==> config.mk <==
export PLATFORM = sky130hd
export DESIGN_NAME = gpio_lockable
export DESIGN_NICKNAME = d
export VERILOG_FILES = /design/src/rtl/gpio_lockable_pkg.sv /design/src/rtl/gpio_sync.sv /design/src/rtl/gpio_irq_detect.sv /design/src/rtl/gpio_lockable.sv
export SDC_FILE = /design/constraint.sdc
export NUM_CORES = 1
export LEC_CHECK = 0
export ABC_AREA = 1
export CORE_MARGIN = 10
export CORE_UTILIZATION = 35
export CTS_CLUSTER_SIZE = 14
export DETAILED_ROUTE_END_ITERATION = 12
export DONT_BUFFER_PORTS = 1
export GPL_TIMING_DRIVEN = 0
export MAX_ROUTING_LAYER = met4
export PLACE_DENSITY_LB_ADDON = 0.15
export SYNTH_ARGS = -nofsm -noshare
export SYNTH_HDL_FRONTEND = slang
export SYNTH_SLANG_ARGS = --single-unit
==> constraint.sdc <==
create_clock -name clk -period 2.5 [get_ports clk]
set_clock_uncertainty 0.05 [all_clocks]
set_input_delay 0.5 -clock clk [delete_from_list [all_inputs] [get_ports clk]]
set_output_delay 0.5 -clock clk [all_outputs]
set_load 0.02 [all_outputs]
==> src/rtl/gpio_lockable_pkg.sv <==
`timescale 1ns/1ps
package gpio_lockable_pkg;
   // word indices (byte offset >> 2)
   localparam logic [9:0] WI_DIR    = 10'h100;
   localparam logic [9:0] WI_SENSE  = 10'h101;
   localparam logic [9:0] WI_BOTH   = 10'h102;
   localparam logic [9:0] WI_EVT    = 10'h103;
   localparam logic [9:0] WI_MASK   = 10'h104;
   localparam logic [9:0] WI_RAW    = 10'h105;
   localparam logic [9:0] WI_MIS    = 10'h106;
   localparam logic [9:0] WI_CLR    = 10'h107;
   localparam logic [9:0] WI_ALT    = 10'h108;
   localparam logic [9:0] WI_PAD0   = 10'h140;
   localparam logic [9:0] WI_LOCK   = 10'h148;
   localparam logic [9:0] WI_COMMIT = 10'h149;
   localparam logic [9:0] WI_ID0    = 10'h3F4;
   localparam int         PAD_REGS  = 8;
   localparam logic [31:0] UNLOCK_KEY = 32'h0ACC_E551;

   function automatic logic [7:0] ident_byte(input logic [3:0] k);
      case (k)
         4'd4:    ident_byte = 8'h61;
         4'd6:    ident_byte = 8'h18;
         4'd7:    ident_byte = 8'h01;
         4'd8:    ident_byte = 8'h0D;
         4'd9:    ident_byte = 8'hF0;
         4'd10:   ident_byte = 8'h05;
         4'd11:   ident_byte = 8'hB1;
         default: ident_byte = 8'h00;
      endcase
   endfunction
endpackage

==> src/rtl/gpio_sync.sv <==
`timescale 1ns/1ps
module gpio_sync #(
   parameter int WIDTH  = 8,
   parameter int STAGES = 2
) (
   input  logic             clk,
   input  logic             rst_n,
   input  logic [WIDTH-1:0] d,
   output logic [WIDTH-1:0] q
);
   if (STAGES < 2) begin : g_bad_stages
      $error("gpio_sync needs at least two stages");
   end

   logic [WIDTH-1:0] stage [STAGES];

   for (genvar s = 0; s < STAGES; s++) begin : g_stage
      always_ff @(posedge clk) begin
         if (!rst_n) stage[s] <= '0;
         else if (s == 0) stage[s] <= d;
         else stage[s] <= stage[(s == 0) ? 0 : s-1];
      end
   end

   assign q = stage[STAGES-1];
endmodule

==> src/rtl/gpio_irq_detect.sv <==
`timescale 1ns/1ps
module gpio_irq_detect (
   input  logic clk,
   input  logic rst_n,
   input  logic lvl,
   input  logic sense_lvl,
   input  logic any_edge,
   input  logic polarity,
   input  logic clr,
   output logic raw
);
   logic prev_q;
   logic hit;

   always_comb begin
      if (sense_lvl)     hit = (lvl == polarity);
      else if (any_edge) hit = lvl ^ prev_q;
      else if (polarity) hit = lvl & ~prev_q;
      else               hit = ~lvl & prev_q;
   end

   always_ff @(posedge clk) begin
      if (!rst_n) begin
         prev_q <= 1'b0;
         raw    <= 1'b0;
      end else begin
         prev_q <= lvl;
         raw    <= hit | (raw & ~clr);
      end
   end
endmodule

==> src/rtl/gpio_lockable.sv <==
`timescale 1ns/1ps
module gpio_lockable
   import gpio_lockable_pkg::*;
#(
   parameter int NPINS       = 8,
   parameter int SYNC_STAGES = 2,
   parameter int ADDR_W      = 12,
   parameter int DATA_W      = 32
) (
   input  logic              clk,
   input  logic              rst_n,
   input  logic              bus_sel,
   input  logic              bus_wr,
   input  logic [ADDR_W-1:0] bus_addr,
   input  logic [DATA_W-1:0] bus_wdata,
   output logic [DATA_W-1:0] bus_rdata,
   input  logic [NPINS-1:0]  pin_in,
   output logic [NPINS-1:0]  pin_out,
   output logic              irq
);
   localparam int WIDX_W = ADDR_W - 2;

   if (NPINS != 8) begin : g_bad_pins
      $error("address-mask data window requires NPINS == 8");
   end
   if (ADDR_W != 12) begin : g_bad_addr
      $error("register window is 4 KB: ADDR_W must be 12");
   end
   if (DATA_W != 32) begin : g_bad_data
      $error("lock key compare requires DATA_W == 32");
   end

   logic [WIDX_W-1:0] widx;
   logic              wr_en;
   logic              in_data_win;
   logic [NPINS-1:0]  amask;
   logic [NPINS-1:0]  wbyte;
   logic              unused_lsb;

   assign widx        = bus_addr[ADDR_W-1:2];
   assign wr_en       = bus_sel & bus_wr;
   assign in_data_win = (widx[WIDX_W-1:WIDX_W-2] == 2'b00);
   assign amask       = bus_addr[NPINS+1:2];
   assign wbyte       = bus_wdata[NPINS-1:0];
   assign unused_lsb  = ^bus_addr[1:0];

   logic [NPINS-1:0] data_q, dir_q, sense_q, both_q, evt_q, im_q;
   logic [NPINS-1:0] alt_q, commit_q, raw;
   logic             locked_q;
   logic [NPINS-1:0] pad_q [PAD_REGS];

   // synchronized pin levels
   logic [NPINS-1:0] lvl;
   gpio_sync #(.WIDTH(NPINS), .STAGES(SYNC_STAGES)) u_sync (
      .clk(clk), .rst_n(rst_n), .d(pin_in), .q(lvl)
   );

   // data register: outputs keep or take bus data, inputs follow pins
   logic [NPINS-1:0] wsel, data_nxt;
   always_comb begin
      wsel     = (wr_en && in_data_win) ? (amask & dir_q) : '0;
      data_nxt = (data_q & dir_q & ~wsel) | (wbyte & wsel) | (lvl & ~dir_q);
   end

   always_ff @(posedge clk) begin
      if (!rst_n) begin
         data_q   <= '0;
         dir_q    <= '0;
         sense_q  <= '0;
         both_q   <= '0;
         evt_q    <= '0;
         im_q     <= '0;
         alt_q    <= '0;
         commit_q <= '1;
         locked_q <= 1'b1;
      end else begin
         data_q <= data_nxt;
         if (wr_en) begin
            case (widx)
               WI_DIR:    dir_q    <= wbyte;
               WI_SENSE:  sense_q  <= wbyte;
               WI_BOTH:   both_q   <= wbyte;
               WI_EVT:    evt_q    <= wbyte;
               WI_MASK:   im_q     <= wbyte;
               WI_ALT:    alt_q    <= (alt_q & ~commit_q) | (wbyte & commit_q);
               WI_LOCK:   locked_q <= (bus_wdata != UNLOCK_KEY);
               WI_COMMIT: if (!locked_q) commit_q <= wbyte;
               default: ;
            endcase
         end
      end
   end

   // pad-control storage
   for (genvar p = 0; p < PAD_REGS; p++) begin : g_pad
      localparam logic [WIDX_W-1:0] PAD_IDX = WI_PAD0 + WIDX_W'(p);
      always_ff @(posedge clk) begin
         if (!rst_n) pad_q[p] <= '0;
         else if (wr_en && widx == PAD_IDX) pad_q[p] <= wbyte;
      end
   end

   // per-pin interrupt detection
   logic [NPINS-1:0] clr_vec;
   assign clr_vec = (wr_en && widx == WI_CLR) ? wbyte : '0;

   for (genvar i = 0; i < NPINS; i++) begin : g_irq
      gpio_irq_detect u_det (
         .clk(clk), .rst_n(rst_n), .lvl(lvl[i]),
         .sense_lvl(sense_q[i]), .any_edge(both_q[i]), .polarity(evt_q[i]),
         .clr(clr_vec[i]), .raw(raw[i])
      );
   end

   assign irq     = |(raw & im_q);
   assign pin_out = (data_q & dir_q) | ~dir_q;

   // read mux
   always_comb begin
      bus_rdata = '0;
      if (in_data_win) begin
         bus_rdata[NPINS-1:0] = data_q & amask;
      end else if (widx >= WI_ID0) begin
         bus_rdata[7:0] = ident_byte(4'(widx - WI_ID0));
      end else if (widx[WIDX_W-1:3] == WI_PAD0[WIDX_W-1:3]) begin
         bus_rdata[NPINS-1:0] = pad_q[widx[2:0]];
      end else begin
         case (widx)
            WI_DIR:    bus_rdata[NPINS-1:0] = dir_q;
            WI_SENSE:  bus_rdata[NPINS-1:0] = sense_q;
            WI_BOTH:   bus_rdata[NPINS-1:0] = both_q;
            WI_EVT:    bus_rdata[NPINS-1:0] = evt_q;
            WI_MASK:   bus_rdata[NPINS-1:0] = im_q;
            WI_RAW:    bus_rdata[NPINS-1:0] = raw;
            WI_MIS:    bus_rdata[NPINS-1:0] = raw & im_q;
            WI_ALT:    bus_rdata[NPINS-1:0] = alt_q;
            WI_LOCK:   bus_rdata[0]         = locked_q;
            WI_COMMIT: bus_rdata[NPINS-1:0] = commit_q;
            default:   bus_rdata = '0;
         endcase
      end
   end
endmodule

==> implementation parameters, run 1 <==
Parameter                              Value

Run status
  Status ... finished with violations
  Violations in the final reports ... negative setup slack

Pwr
  Proportion of power drawn by flip-flops and latches ... approximately 47%
  Static power due to leakage ... approximately 4.2 nW
  Cell internal power dissipation ... 4.48 mW
  Areal power density over the cells ... just over 600 nW/µm²
  Switching share of power ... about a quarter
  Clock Power Share ... roughly 45%
  Switching power ... 1.50 mW
  Logic gate share of total power ... under 10%
  Worst-case vdd ir drop ... around 420 µV

Placement
  DP Cell Count ... 1335
  Count of port buffers added during placement ... 0
  Placed wire-length estimate ... about 21000 µm
  Gpl congestion ... between 0.9 and 1

Synthesis
  Post-synth top area cell ... dfxtp_1
  Combined area of all synthesized cells ... between 8000 and 9000 µm²
  Synth area leaders ... dfxtp_1 24%, edfxtp_1 24%, nand2_1 9.5%, inv_1 5.9%, nor2_1 5.3%
  Yosys reg bits ... 161
  Mean instance size in the synthesized netlist ... approximately 8 µm²
  Leading register cell type out of synthesis ... dfxtp_1
  Number of warnings printed during yosys synthesis ... 0
  Number of distinct standard cells referenced by the synthesized netlist ... 38
  Post-synth ARST share ... 0%
  Count of flip-flops with a built-in enable after synthesis ... 64
  Instance count of the mapped netlist ... around 1000
  Fraction of synthesized cell area taken by the top area cell type ... a little under a quarter
  Register area share after synthesis ... between 40% and 50%

Route
  Antenna-violating nets left ... 0
  Post-route DRC ... 0
  Per-cell via count in the routed design ... a little over 5
  Routed Wire Length ... 29000 µm
  Routed wire length per instance ... 20.6 µm
  Violation count after the first detailed-route iteration ... ~700
  Length of the first detailed-routing pass in iterations ... 6
  Routed vias ... 7246

Global route
  Global-route wire length before repair ... ~43000 µm
  Pin count of the biggest net entering global routing ... 17
  All-Layer GR Usage ... 20.2%
  Via count of the first global-routing pass ... a little over 7000
  Residual overflow from global routing ... 0
  Number of antenna violations at the first check in global routing ... 0

CTS
  Clock Latency Late Sink ... about 430 ps
  CTS clock-pin slew for the worst setup and hold paths ... roughly 70 ps
  CTS tree ... done
  Num Clock Sinks ... between 150 and 200
  Num CTS Buffers ... 17
  Number of buffers inserted by hold repair at cts ... 0
  Clock root cell ... clkbuf_16
  Maximum clock path buffer count ... 2
  Number of levels in the clock H-tree ... 4

STA
  Final number of setup-violating endpoints ... 4
  Period minus WS final ... 2580 ps
  Final setup margin ... -84.0 ps
  Final Hold Vio Count ... 0
  Final critical-path share of the clock period ... 103%
  Setup repair after global routing missed its margin ... true
  Max-slew headroom at the worst pin ... about 29%
  Max-slew violation count ... 0
  Worst-Margin Slew ... about 1100 ps
  FMAX ... between 0.3 and 0.4 GHz
  Worst hold slack across all endpoints ... between 100 and 150 ps

Setup path
  Data required time of the critical path ... around 2000 ps
  Setup crit start kind ... input pin
  Arrival time at the worst endpoint ... between 2000 and 2500 ps
  Crit path capture type ... output pin
  Worst reg2reg path startpoint ... locked_q$_SDFFE_PN1P_
  Beginning of the critical path ... bus_addr[3]
  Category of the most critical setup path ... in -> out
  Maximum net fanout on the critical path ... 8

Floorplan
  Effective utilization at floorplan ... 35.7%
  I/O pin cnt ... 97
  Full die area ... just under 30000 µm²
  Width of the die ... about 170 µm
  Core region area ... around 23000 µm²
  Die H ... about 170 µm
  Number of placement rows ... between 50 and 60

Min path
  Critical hold path startpoint ... pin_in[3]
  Type of the most critical hold path ... in -> reg

Cells and area
  Number of standard cells in the layout, taps in and fillers out ... ~1400
  Antenna fix cells ... 0
  NumNets Final ... between 1000 and 1500
  Area Overhead vs Synth ... 20.6%
  Share of post-route cells with drive strength above 1 ... roughly 15%

Run
  Number of max-cap violations ... 0
-- worst paths after layout --
path / endpoint / slack, ps / cells past startpoint
worst max-delay path: bus_rdata[4] / -80 / 8
worst min-delay path: u_sync.stage[0][3]$_SDFF_PN0_ / 110 / 2
worst max register to register: commit_q[5]$_SDFFE_PN1P_ / 1030 / 5
worst min register to register: u_sync.stage[1][6]$_SDFF_PN0_ / 360 / 2
-- power groups by stage --
stage	Sequential [mW]	Combinational (mW)	Clock, mW
after global placement	2.89	0.402	0
final	2.83	0.480	2.67
after CTS	2.83	0.453	2.69
after global routing	2.84	0.522	2.78
after detailed placement	2.89	0.404	0
after floorplan	2.88	0.278	0
-- area by class of cell --
cell class	count	area (µm²)
timing repair buffer	42	354
sequential	161	3860
clock buffer	20	457
buffer	61	425
inverter	133	519
fill	2325	12900
multi-input combinational	694	3670
clock inverter	12	129
tap	285	357
-- synthesized netlist by cell type (5+ instances only) --
cell type    n
ha_1        16
nand4_1     25
nand3_1     47
o211ai_1    17
nor4_1       5
inv_1      127
clkbuf_1    26
o22ai_1      6
buf_2        5
edfxtp_1    64
nor2_2       8
buf_4       28
o311a_1      5
a32oi_1      5
o21ai_0     78
a22oi_1      9
inv_2        6
nor2_4       9
o21ai_1      6
dfxtp_1     97
nor3_1      15
a211oi_1     5
a21oi_1     71
nor2_1     114
nand2_1    204
-- sequential cells by signal (all words and copies together), names as in the netlist, named ones only --
register,cells
both_q,8
g_irq.u_det.prev_q,8
commit_q,8
g_irq.u_det.raw,8
data_q,8
sense_q,8
pad_q,64
dir_q,8
im_q,8
u_sync.stage,16
evt_q,8
locked_q,1
-- cell families after synthesis --
group | synth area share [%]
adders and majority gates | 2.47
other | 0.0463
and+or+nand+nor | 24.1
xor gates and xnor gates | 0.216
AOI/OAI and AO/OA | 15.1
DFF | 47.7
buffers and inverters | 10.4
-- layout by cell type, fill, tap and decap left out, types with 5 or more instances in the layout --
cell,count
nand3_1,44
nand2_2,10
o311a_1,5
ha_1,16
nand2_1,193
inv_2,5
a211oi_1,5
a22oi_1,7
nand4_1,25
o211ai_1,17
edfxtp_1,64
dfxtp_1,97
clkbuf_16,18
o21ai_0,69
buf_2,5
nor2_1,110
buf_4,63
a32oi_1,5
o21ai_1,14
inv_1,126
nor3_1,15
a21oi_1,71
nor2_4,19
clkbuf_1,22
conb_1,24
o22ai_1,6
-- what timing repair did --
action                                  CTS  global route
gates resized for setup                  65            23
buffers inserted                         25            15
gates cloned                              1             0
hold endpoints to repair                  0             0
endpoints found under the setup margin   56            16
pin swaps                                16            19
-- routing by layer --
layer | wire length [µm] | part of all wire [%] | global-route usage, %
met1 | 12300 | 43 | 24.4
met2 | 13800 | 48 | 32.7
met3 | 2160 | 7.5 | 4.95
met4 | 678 | 2.3 | 6.56
met5 | 0 | 0 | -
-- per-stage QoR --
stage	utilization, %	setup TNS [ps]	setup WS, ps	power, mW	cell area [µm²]
2_1_floorplan	-	0	46.6	3.16	8190
6_report	43.0	-176	-84.0	5.98	9770
5_1_grt	43.0	-511	-153	6.14	9770
4_1_cts	42.2	-15.8	-13.1	5.98	9580
3_3_place_gp	37.6	-49090	-924	3.29	8550
3_5_place_dp	37.7	-45380	-825	3.30	8560
-- worst max-delay path, stage by stage --
cell and delay (ps):
buf_12 130, nand2_8 80, inv_8 50, clkbuf_16 150, nand2_2 50, nand4_1 140
o211ai_1 510, nand4_1 420
Power figures use the tool's default switching activity.
==> run 2, diff against run 1 <==
--- a/config.mk
+++ b/config.mk
@@ -14,6 +14,7 @@
 export GPL_TIMING_DRIVEN = 0
 export MAX_ROUTING_LAYER = met4
 export PLACE_DENSITY_LB_ADDON = 0.15
+export SETUP_SLACK_MARGIN = 0.05
 export SYNTH_ARGS = -nofsm -noshare
 export SYNTH_HDL_FRONTEND = slang
 export SYNTH_SLANG_ARGS = --single-unit
==> run 2 against run 1 <==
  * The run still ends with negative setup slack left
  * Critical path depth grew 2
  * Wire length about the same
  * Combinational power rose by 4%
  * Clock-buffer cell count did not move
  * Cell area grew 1.9%
  * Total power increased by 0.15%
  * Sequential share of layout area is 0.73 points lower
  * Sequential power about the same
  * Worst setup slack improved by 50 ps
  * Fmax grew 2.0%
  * Utilization up 0.80 points
  * Die area unchanged
==> implementation parameters, run 2 (synthesized netlist as in run 1, its figures left out) <==
Parameter                              Value

Run status
  Status ... finished with violations
  Violations in the final reports ... negative setup slack

Setup path
  Worst-case reg-to-reg path depth ... 5 (unchanged)
  Critical R2R Capture ... commit_q[5]$_SDFFE_PN1P_
  Worst reg2reg path startpoint ... locked_q$_SDFFE_PN1P_
  Maximum net fanout on the critical path ... 7 (-1)
  Setup slack, reg-to-reg ... 1060 ps (+30 ps)
  Category of the most critical setup path ... in -> out
  Setup crit start kind ... input pin
  Arrival time at the worst endpoint ... 1980 ps (-50 ps)
  Crit path capture type ... output pin
  Data required time of the critical path ... 1950 ps (about the same)

Route
  Antenna-violating nets left ... 0 (unchanged)
  Per-cell via count in the routed design ... 5.17 (+0.37%)
  Routed Wire Length ... 29000 µm (about the same)
  Routed vias ... 7314 (+0.94%)
  Length of the first detailed-routing pass in iterations ... 5 (-1)
  Violation count after the first detailed-route iteration ... 650 (-7.0%)
  Post-route DRC ... 0 (unchanged)
  Routed wire length per instance ... 20.5 µm (-0.54%)

Placement
  Count of port buffers added during placement ... 0 (unchanged)
  Placed cell areas ... 8560 µm² (unchanged)
  DP Cell Count ... 1335 (unchanged)
  Placed wire-length estimate ... 20700 µm (unchanged)
  Gpl congestion ... 0.960 (unchanged)

Floorplan
  Full die area ... 29600 µm² (unchanged)
  Width of the die ... 172 µm (unchanged)
  I/O pin cnt ... 97 (unchanged)
  Core region area ... 22700 µm² (unchanged)
  Number of placement rows ... 55 (unchanged)
  Effective utilization at floorplan ... 35.7% (unchanged)
  Die H ... 172 µm (unchanged)

STA
  Final Hold Vio Count ... 0 (unchanged)
  Max-slew headroom at the worst pin ... 42.3% (+14 points)
  Setup repair after global routing missed its margin ... true
  Worst-Margin Slew ... 860 ps (-205 ps)
  Max-slew violation count ... 0 (unchanged)
  FMAX ... 0.395 GHz (+2.0%)
  Final setup margin ... -34.3 ps (+49.7 ps)
  Final critical-path share of the clock period ... 101% (-2.0 points)
  Final number of setup-violating endpoints ... 2 (-2)
  Period minus WS final ... 2530 ps (-49.7 ps)

Cells and area
  Share of post-route cells with drive strength above 1 ... 17.0% (+1.8 points)
  Registers with the most flip-flops ... pad_q: 64 flops, u_sync.stage: 16 flops
  Antenna fix cells ... 0 (unchanged)
  Count of filler cells inserted in the layout ... 2287 (-1.6%)
  NumNets Final ... 1190 (+0.68%)
  Area Overhead vs Synth ... 22.9%
  Number of flip-flops in the largest register ... 64 (unchanged)
  Commonest non-fill, non-tap cells in the layout ... 187 x nand2_1, 124 x inv_1, 108 x nor2_1
  Post-Layout Inst Area ... 9950 µm² (+1.9%)
  Number of standard cells in the layout, taps in and fillers out ... 1416 (+0.57%)
  Leading cell type in the layout, fill and taps excluded ... nand2_1
  Most flops, register ... pad_q

CTS
  Number of levels in the clock H-tree ... 4 (unchanged)
  Number of buffers inserted by hold repair at cts ... 0 (unchanged)
  Clock Latency Late Sink ... 430 ps (about the same)
  Maximum clock path buffer count ... 2 (unchanged)
  Num CTS Buffers ... 17 (unchanged)
  CTS clock-pin slew for the worst setup and hold paths ... 70 ps (about the same)
  Clock root cell ... clkbuf_16
  Num Clock Sinks ... 161 (unchanged)
  CTS tree ... done

Global route
  Residual overflow from global routing ... 0 (unchanged)
  Via count of the first global-routing pass ... 7115 (+0.61%)
  All-Layer GR Usage ... 20.3% (about the same)
  Number of antenna violations at the first check in global routing ... 0 (unchanged)
  Global-route wire length before repair ... 43000 µm (about the same)
  Pin count of the biggest net entering global routing ... 17 (unchanged)

Min path
  Type of the most critical hold path ... in -> reg
  Hold depth ... 2 (unchanged)
  Worst-case hold path end point ... u_sync.stage[0][3]$_SDFF_PN0_
  Critical hold path startpoint ... pin_in[3]

Pwr
  Worst-case vdd ir drop ... 425 µV (+0.14%)
  Static power due to leakage ... 4.26 nW (+1.3%)
  Areal power density over the cells ... 601 nW/µm² (-1.7%)

Run
  Number of max-cap violations ... 0 (unchanged)
## run 2: cell count changes in the layout (fill, tap and decap cells not counted), moves of 3 or more
cell	delta
buf_6	+9
nand2_1	-6
buf_4	-3
nand2_2	+3
## run 2: power by group
group | total (mW) | switching (mW) | internal [mW]
logic | 0.497 | 0.337 | 0.160
clock network | 2.66 | 1.13 | 1.53
registers | 2.83 | 0.0339 | 2.80
## run 2: worst max-delay path, stage by stage
cell and delay (ps):
buf_12 130, nand2_8 80, inv_8 50, clkbuf_16 150
buf_4 140, buf_6 120, nand2_1 50, nand4_1 90
o211ai_1 260, nand4_1 390
## run 2: per-stage QoR
stage / util [%] / TNS [ps] / total power, mW / setup slack (ps) / hold WS (ps)
2_1_floorplan: - / 0 / 3.16 / 46.6 / 340
3_3_place_gp: 37.6 / -49090 / 3.29 / -924 / 343
3_5_place_dp: 37.7 / -45380 / 3.30 / -825 / 346
4_1_cts: 42.7 / 0 / 5.99 / 26.2 / 98.2
5_1_grt: 43.8 / -520 / 6.17 / -162 / 99.9
6_report: 43.8 / -36.2 / 5.99 / -34.3 / 111
## run 2: timing repair
action,4_1_cts,5_1_grt
buffers inserted,31,17
pin swaps,24,35
endpoints found under the setup margin,56,16
endpoints found under the hold margin,0,0
cloned,1,0
resized for setup,77,34
## run 2: worst max-delay path by stage
stage	startpoint	to
2_1_floorplan	bus_addr[10]	pad_q[2][0]$_SDFFCE_PN0P_
3_3_place_gp	bus_addr[7]	pad_q[6][4]$_SDFFCE_PN0P_
3_5_place_dp	bus_addr[7]	pad_q[1][5]$_SDFFCE_PN0P_
4_1_cts	bus_addr[3]	bus_rdata[4]
5_1_grt	bus_addr[2]	bus_rdata[4]
6_report	bus_addr[2]	bus_rdata[7]
## run 2: metal layers
metal	routed length (µm)	share of wire (%)	GRT usage [%]
met5	0	0	-
met4	660	2.3	6.41
met3	2060	7.1	4.92
met2	14100	49	33.0
met1	12100	42	24.2
## run 2: cell type report
class                      count  area (µm²)  area share, %
clock inverter                12         129           1.29
tap                          285         357           3.58
sequential                   161        3860           38.8
buffer                        61         437           4.39
timing repair buffer          50         463           4.65
inverter                     133         517           5.19
multi-input combinational    694        3730           37.5
clock buffer                  20         457           4.59
